$ cat src/rtl/dbg_trig_pkg.sv
package dbg_trig_pkg;

  typedef enum logic [1:0] {
    ST_IDLE  = 2'd0,
    ST_ARMED = 2'd1,
    ST_WAIT  = 2'd2
  } seqState_t;

  // strobes from the sequencer to the datapath
  typedef struct packed {
    logic clrLine;
    logic fireBrk;
  } dpStrobe_t;

endpackage

$ cat src/rtl/dbg_trig_seq.sv
module dbg_trig_seq
  import dbg_trig_pkg::*;
(
  input  logic       clk,
  input  logic       rstN,
  input  logic       armWr,
  input  logic       trigWr,
  input  logic       finalState,
  input  logic       traceEn,
  input  logic       alignBegin,
  input  logic       secure,
  input  logic       traceDone,
  input  logic       breakEn,
  output dpStrobe_t  strobe,
  output logic       traceActive
);

  seqState_t state, stateNext;
  logic traceOn;

  assign traceOn = traceEn & ~secure;

  always_comb begin
    stateNext      = state;
    strobe.clrLine = 1'b0;
    strobe.fireBrk = 1'b0;
    if (armWr) begin
      stateNext      = ST_ARMED;
      strobe.clrLine = 1'b1;
    end else begin
      unique case (state)
        ST_ARMED: begin
          if (finalState | trigWr) begin
            if (traceOn) begin
              stateNext = ST_WAIT;
            end else begin
              stateNext      = ST_IDLE;
              strobe.fireBrk = breakEn;
            end
          end
        end
        ST_WAIT: begin
          // trigger writes land here with no effect
          if (traceDone) begin
            stateNext      = ST_IDLE;
            strobe.fireBrk = breakEn;
          end
        end
        default: stateNext = ST_IDLE;
      endcase
    end
  end

  always_ff @(posedge clk or negedge rstN) begin
    if (!rstN) state <= ST_IDLE;
    else       state <= stateNext;
  end

  assign traceActive = traceOn &
                       (((state == ST_ARMED) & ~alignBegin) |
                        ((state == ST_WAIT)  &  alignBegin));

endmodule

$ cat src/rtl/dbg_trig_dp.sv
module dbg_trig_dp
  import dbg_trig_pkg::*;
#(
  parameter int LINE_DEPTH = 64,
  parameter int WIN_BYTES  = 8,
  parameter int DATA_W     = 8,
  localparam int CNT_W     = $clog2(LINE_DEPTH) + 1,
  localparam int IDX_W     = $clog2(WIN_BYTES),
  localparam int NUM_BANK  = 3
)(
  input  logic                             clk,
  input  logic                             rstN,
  input  logic                             porN,
  input  dpStrobe_t                        strobe,
  input  logic                             traceStore,
  input  logic                             bgSel,
  input  logic                             bgEnabled,
  input  logic [1:0]                       bankSel,
  input  logic [IDX_W-1:0]                 winIdx,
  input  logic [NUM_BANK*WIN_BYTES*DATA_W-1:0] cmpBanks,
  input  logic [NUM_BANK*DATA_W-1:0]       ctrlRegs,
  input  logic [DATA_W-1:0]                matchFlags,
  output logic                             brkBdm,
  output logic                             brkSwi,
  output logic [CNT_W:0]                   lineCount,
  output logic [CNT_W-1:0]                 validLines,
  output logic [DATA_W-1:0]                winData,
  output logic [DATA_W-1:0]                statusData
);

  localparam logic [CNT_W-1:0] DEPTH_C = CNT_W'(LINE_DEPTH);

  logic [CNT_W-1:0] lineCnt;
  logic             bufFull;

  // line counter: cleared by arm and both resets
  always_ff @(posedge clk or negedge rstN) begin
    if (!rstN)                                lineCnt <= '0;
    else if (strobe.clrLine)                  lineCnt <= '0;
    else if (traceStore && lineCnt < DEPTH_C) lineCnt <= lineCnt + 1'b1;
  end

  // full flag: only power-on reset or arm clear it
  always_ff @(posedge clk or negedge porN) begin
    if (!porN)                                          bufFull <= 1'b0;
    else if (strobe.clrLine)                            bufFull <= 1'b0;
    else if (traceStore && lineCnt == DEPTH_C - 1'b1)   bufFull <= 1'b1;
  end

  assign lineCount  = {bufFull, lineCnt};
  assign validLines = bufFull ? DEPTH_C : lineCnt;

  // breakpoint routing
  always_ff @(posedge clk or negedge rstN) begin
    if (!rstN) begin
      brkBdm <= 1'b0;
      brkSwi <= 1'b0;
    end else begin
      brkBdm <= strobe.fireBrk &  bgSel & bgEnabled;
      brkSwi <= strobe.fireBrk & ~bgEnabled;
    end
  end

  // banked window and shared status view
  logic [DATA_W-1:0] bankByte [4][WIN_BYTES];
  logic [DATA_W-1:0] statView [4];

  for (genvar b = 0; b < 4; b++) begin : g_bank
    for (genvar i = 0; i < WIN_BYTES; i++) begin : g_byte
      if (b < NUM_BANK) begin : g_map
        assign bankByte[b][i] = cmpBanks[(b*WIN_BYTES + i)*DATA_W +: DATA_W];
      end else begin : g_none
        assign bankByte[b][i] = '0;
      end
    end
    if (b < NUM_BANK) begin : g_ctl
      assign statView[b] = ctrlRegs[b*DATA_W +: DATA_W];
    end else begin : g_flag
      assign statView[b] = matchFlags;
    end
  end

  assign winData    = bankByte[bankSel][winIdx];
  assign statusData = statView[bankSel];

endmodule

$ cat src/rtl/dbg_trig_ctl.sv
module dbg_trig_ctl
  import dbg_trig_pkg::*;
#(
  parameter int LINE_DEPTH = 64,
  parameter int WIN_BYTES  = 8,
  parameter int DATA_W     = 8,
  localparam int CNT_W     = $clog2(LINE_DEPTH) + 1,
  localparam int IDX_W     = $clog2(WIN_BYTES)
)(
  input  logic                         clk,
  input  logic                         sysRstN,
  input  logic                         porN,
  input  logic                         armWr,
  input  logic                         trigWr,
  input  logic                         finalState,
  input  logic                         traceEn,
  input  logic                         alignBegin,
  input  logic                         secure,
  input  logic                         traceDone,
  input  logic                         traceStore,
  input  logic                         breakEn,
  input  logic                         bgSel,
  input  logic                         bgEnabled,
  input  logic [1:0]                   bankSel,
  input  logic [IDX_W-1:0]             winIdx,
  input  logic [3*WIN_BYTES*DATA_W-1:0] cmpBanks,
  input  logic [3*DATA_W-1:0]          ctrlRegs,
  input  logic [DATA_W-1:0]            matchFlags,
  output logic                         brkBdm,
  output logic                         brkSwi,
  output logic                         traceActive,
  output logic [CNT_W:0]               lineCount,
  output logic [CNT_W-1:0]             validLines,
  output logic [DATA_W-1:0]            winData,
  output logic [DATA_W-1:0]            statusData
);

  logic      rstAllN;
  dpStrobe_t strobe;

  assign rstAllN = sysRstN & porN;

  dbg_trig_seq u_seq (
    .clk        (clk),
    .rstN       (rstAllN),
    .armWr      (armWr),
    .trigWr     (trigWr),
    .finalState (finalState),
    .traceEn    (traceEn),
    .alignBegin (alignBegin),
    .secure     (secure),
    .traceDone  (traceDone),
    .breakEn    (breakEn),
    .strobe     (strobe),
    .traceActive(traceActive)
  );

  dbg_trig_dp #(
    .LINE_DEPTH(LINE_DEPTH),
    .WIN_BYTES (WIN_BYTES),
    .DATA_W    (DATA_W)
  ) u_dp (
    .clk       (clk),
    .rstN      (rstAllN),
    .porN      (porN),
    .strobe    (strobe),
    .traceStore(traceStore),
    .bgSel     (bgSel),
    .bgEnabled (bgEnabled),
    .bankSel   (bankSel),
    .winIdx    (winIdx),
    .cmpBanks  (cmpBanks),
    .ctrlRegs  (ctrlRegs),
    .matchFlags(matchFlags),
    .brkBdm    (brkBdm),
    .brkSwi    (brkSwi),
    .lineCount (lineCount),
    .validLines(validLines),
    .winData   (winData),
    .statusData(statusData)
  );

endmodule

$ cat config.mk
export PLATFORM = sky130hd
export DESIGN_NAME = dbg_trig_ctl
export DESIGN_NICKNAME = d
export VERILOG_FILES = /design/src/rtl/dbg_trig_pkg.sv /design/src/rtl/dbg_trig_seq.sv /design/src/rtl/dbg_trig_dp.sv /design/src/rtl/dbg_trig_ctl.sv
export SDC_FILE = /design/constraint.sdc
export NUM_CORES = 1
export LEC_CHECK = 0
export BUFFER_PORTS_ARGS = -buffer_cell sky130_fd_sc_hd__buf_2
export CAP_MARGIN = 15
export CORE_AREA = 5 5 104 106
export CTS_CLUSTER_DIAMETER = 40
export CTS_CLUSTER_SIZE = 25
export DETAILED_ROUTE_END_ITERATION = 7
export DIE_AREA = 0 0 109 111
export HOLD_SLACK_MARGIN = 0.12
export PLACE_DENSITY = 0.69
export SYNTH_ARGS = -nofsm -noshare
export SYNTH_HDL_FRONTEND = slang
export SYNTH_SLANG_ARGS = --single-unit
$ cat constraint.sdc
create_clock -name clk -period 2.1 [get_ports clk]
set_input_delay 0.21 -clock clk [delete_from_list [all_inputs] [get_ports clk]]
set_output_delay 0.21 -clock clk [all_outputs]
set_load 0.1 [all_outputs]
* Yosys cells after proc, flatten, opt, wreduce, memory -nomap -nowiden
Cells that the tools add are included.
** Operators by class
- Mux-type cells :: 25
- Reduce and logical (&&, ||, !) cells :: 5
- Equality and inequality tests :: 5
- $lt $le $gt $ge :: 3
- Add/subtract/negate cells :: 1
- Bitwise logic cells :: 15
** Operators by type and width (count)
- binary-select mux 64 bit (select 2 bit) :: 1
- 2-to-1 mux 64 bit :: 2
- 2-to-1 mux 8 bit :: 4
- binary-select mux 8 bit (select 3 bit) :: 1
- 2-to-1 mux 7 bit :: 3
- binary-select mux 8 bit (select 2 bit) :: 1
- AND 1 bit :: 8
- 2-to-1 mux 2 bit :: 4
- adder 7 x 1 -> 7 bit (second input constant) :: 1
- == test 7 x 6 -> 1 bit (second input constant) :: 1
- < comparator 7 bit (second input constant) :: 1
- 2-to-1 mux 1 bit :: 7
- greater-or-equal comparator 4 bit (second input constant) :: 1
- NOT 3 -> 4 bit :: 1
- one-hot mux 2 bit (2 select lines) :: 1
- nonzero test 2 bit :: 2
- greater-or-equal comparator 3 bit (second input constant) :: 1
- != test 3 x 2 -> 1 bit (second input constant) :: 1
- != test 3 bit (second input constant) :: 1
- NOT 1 bit :: 3
- NOT 2 -> 3 bit :: 1
- == test 2 x 1 -> 1 bit (second input constant) :: 1
- == test 2 bit (second input constant) :: 1
- logical AND 1 bit :: 2
- 3 further kinds :: 4
** Storage, ports and cells
- Output and inout bits :: 34
- Input bits :: 243
- Register bits :: 12

* Logic depth before layout (Yosys ltp)
- Depth after elaboration :: 8
- Gate-level depth with buffers :: 8

* Modules after synthesis
A second synthesis with hierarchy kept.
** Second synthesis, totals
- Cells, all modules :: 207
- Area, all modules :: 2472.4 um^2
** Modules (own cells, without submodules)
- dbg_trig_dp :: area each 2280.9 um^2, seq. area each 250.2 um^2, instances 1, cells each 186
- dbg_trig_seq :: area each 185.2 um^2, seq. area each 50.0 um^2, instances 1, cells each 20
- dbg_trig_ctl :: area each 6.3 um^2, seq. area each 0.0 um^2, instances 1, cells each 1

* Least setup slack after synthesis
No wires, ideal clock.
- Path kind :: reg2out
- Start :: reg u_dp.lineCnt[2]
- End :: out validLines[2]
- Required time :: 1890 ps
- Arrival :: 2415 ps
- Cell stages (with the launch flop) :: 2
- Setup slack :: -525 ps
- Cell sequence :: dfrtp_1 > nor2b_1
** On the way
- Word-level cells in the longest chain between the ends :: 1
** Ends and longest elaborated chain
- from (decl) :: RTL line dbg_trig_dp.sv:33 : logic [CNT_W-1:0] lineCnt;
- from (signal assigned) :: RTL line dbg_trig_dp.sv:40 : else if (traceStore && lineCnt < DEPTH_C) lineCnt <= lineCnt + 1'b1;
- 2-to-1 mux 7 bit :: RTL line dbg_trig_dp.sv:51 : assign validLines = bufFull ? DEPTH_C : lineCnt;
- to (decl) :: RTL line dbg_trig_ctl.sv:33 : output logic [CNT_W-1:0] validLines,
No other way between the ends.

* Worst setup path in the final report
- Start :: in bankSel[1]
- End :: out winData[0]
** On the way
- Word-level cells in the longest chain between the ends :: 7
** Ends and longest elaborated chain
- from (decl) :: RTL line dbg_trig_ctl.sv:24 : input logic [1:0] bankSel,
- NOT 2 -> 3 bit (implied by the code) :: RTL line dbg_trig_dp.sv:83 : assign winData = bankByte[bankSel][winIdx];
- binary-select mux 64 bit (select 2 bit) :: RTL line dbg_trig_dp.sv:83
- 2-to-1 mux 64 bit (implied by the code) (2 in a row) :: RTL line dbg_trig_dp.sv:83
- binary-select mux 8 bit (select 3 bit) :: RTL line dbg_trig_dp.sv:83
- 2-to-1 mux 8 bit (implied by the code) (2 in a row) :: RTL line dbg_trig_dp.sv:83
- to (decl) :: RTL line dbg_trig_ctl.sv:34 : output logic [DATA_W-1:0] winData,
No other way between the ends. The select of a mux whose other input is x is not followed.

==> metrics.txt <==
Die X 109 microns; gr usage total approximately a fifth; setup bufs post-CTS 0; clk sinks 12; first-pass iteration count of the detailed router 4; gr ovfl total 0; min Tclk post-route between 1500 and 2000 ps; wire per inst roughly 19 microns; Initial Util 26.0%; Final ANT Viol Nets 0; critical path type primary input to output port; Max Cap Viol 0; WHS 136 ps; Worst-Margin Slew 545 ps; Synth area leaders mux2i_1 (23%), mux4_2 (21%), dfrtp_1 (12%); synthesized flop and latch total 12; Hold Vio Cnt, Final 0; die height 111 microns; clock skew 1.34 ps; LEAKAGE 2.30 nW; largest net degree at the start of global routing 30; hold path cells 2; TritonCTS buffer count 3; RD Place Congestion 0.944; Worst Path Required between 1500 and 2000 ps; worst path arrival time 1770 ps; Post-Place Worst Slack -125 ps; clock-pin slew of the registers on the worst-case setup and hold paths approximately 50 ps; initial DRC count approximately 110; CP Launch Type primary input; CTS tree built; Final Max Tran Viols 0; worst hold endpoint u_dp.brkSwi$_DFF_PN0_; Max Root-Sink Buffers 2; slack of the critical path around 120 ps; placed cells 653; worst reg2reg path depth 4; crit-path max FO 15; fin cells 660; r2r endpoint u_seq.state[1]$_DFFE_PN0P_; Via Count 3240; worst reg-to-reg setup slack 760 ps; CP endpoint kind output port; num rows 36; H-tree depth 1; first-pass GRT wire length about 18 mm; post-synthesis sequential area ratio between 10% and 20%; drc violations 0; Critical R2R Launch u_seq.state[1]$_DFFE_PN0P_; Synth area leader mux2i_1; I/O Buffers 276; I/O Pins around 280; hold path startpoint bgEnabled; Finish-stage setup viols 0; DP Wirelength 11.2 mm; Clk Tree Root Cell clkbuf_8; status finished, final reports clean; VDD IR max roughly 0.33 mV; Clk Latency, worst-skew pair 240 ps; worst rel slew slack 63.5%; synthesized area per cell 9.87 sq um; WL final between 10 and 15 mm; Distinct cells, synth 36; layout cells sized above 1 65.2%; core box area ~9700 sq um; PD cells roughly 370 nW/um^2; final core occ ~44%; Synth Instances around 260; initial antenna violation count 3; number of global-route vias before repair between 3000 and 4000; Net Count, Synth 501; synthesized area 2520 sq um; post-route setup TNS 0 ps; Vias per Instance between 4 and 5; Synth Warn # 0; Max Freq 505 MHz; Die Area 12100 sq um; post-synth top area share between 20% and 30%; synthesis-to-finish area growth 68.6%; Tightest Hold Check Type primary input to flop; final net count slightly below 800; RSZ-0062 raised after global routing no; Final Cycle Share 94.2%
## layout make-up
class,instances,area [sq um]
Inverter,4,15.0
Antenna cell,1,2.50
Fill cell,985,5440
Tap cell,133,166
Clock buffer,4,55.1
Multi-Input combinational cell,214,2130
Sequential cell,12,300
Timing Repair Buffer,292,1580
## critical path: stages
cell     delay, ps
buf_4          240
mux4_1         590
mux2_2         280
nand2_1         80
nand3_2         60
buf_2          300
## synth_stat cells, drive strengths merged
library cell,n
nand3,16
xor2,4
and2,3
nand2,20
ha,3
o211ai,2
mux2i,57
a22oi,11
nor2b,12
a21oi,11
inv,4
or3b,1
mux2,6
nand4,4
o21ai,6
nor2,13
clkbuf,6
or2,1
nand2b,2
dfrtp,12
and3,2
o21bai,1
a221oi,6
xnor2,1
buf,19
o21a,1
mux4,30
a22o,1
## placed cells by master, fill, tap and decap left out, types with 2 or more instances in the layout
cell type / n
nand3_1: 10
ha_1: 3
and3_1: 2
dfrtp_1: 12
nor2_1: 11
a21oi_1: 11
o21ai_1: 2
mux2i_1: 57
nor2b_1: 5
buf_2: 272
nor2b_4: 5
a221oi_1: 6
o211ai_1: 2
xor2_1: 4
mux2_2: 6
nor2b_2: 2
a22oi_1: 11
nand4_1: 4
clkbuf_8: 4
nand3_2: 6
nor2_2: 2
and2_1: 2
buf_4: 13
buf_12: 5
nand2_1: 20
dlygate4sd3_1: 2
mux4_1: 6
mux4_2: 24
o21ai_0: 4
inv_1: 4
## where the power goes
part / leakage (nW) / internal [W] / switching [W] / total, W
combinational: 2.11 / 0.000437 / 0.000647 / 0.00108
sequential: 0.163 / 0.000238 / 0.00000749 / 0.000246
clock: 0.0288 / 0.000165 / 0.0000788 / 0.000244
total: 2.30 / 0.000841 / 0.000733 / 0.00157
## per-layer routing
layer	routed length, microns	GRT usage, %
met1	4360	22.0
met2	6380	34.4
met3	1100	4.66
met4	401	7.74
met5	40	0
## worst max-delay path by stage
stage,to,depth (start not counted),start,slack (ps)
floorplan,winData[4],5,winIdx[1],-340
global placement,winData[5],6,bankSel[1],4
detailed placement,winData[5],6,bankSel[1],-130
CTS,winData[5],6,bankSel[1],100
global route,winData[6],6,bankSel[1],30
finish,winData[0],6,bankSel[1],120
## metrics by stage
stage / instance area, sq um / total power (W)
6_report: 4240 / 0.00157
3_3_place_gp: 4160 / 0.00132
2_1_floorplan: 2630 / 0.000959
5_1_grt: 4240 / 0.00166
4_1_cts: 4240 / 0.00159
3_5_place_dp: 4160 / 0.00133
## timing repair
item | in CTS | in global routing
endpoints found under the setup margin | 8 | 2
endpoints found under the hold margin | 12 | 0
gates resized for setup | 2 | 1
hold buffers | 2 | 0
## state kept, by name (all words and copies together), names as in the netlist
name / count
u_dp.brkSwi: 1
u_dp.lineCnt: 7
u_seq.state: 2
u_dp.bufFull: 1
u_dp.brkBdm: 1
## cell families after synthesis
logic type | share of synthesized area [%]
xor+xnor | 1.74
compound gates | 10.3
simple gates | 14.5
mux | 53.1
flops | 11.9
fa+ha+maj | 1.49
buf+inv | 6.96
Note: power is estimated with default switching activity, not from simulation.
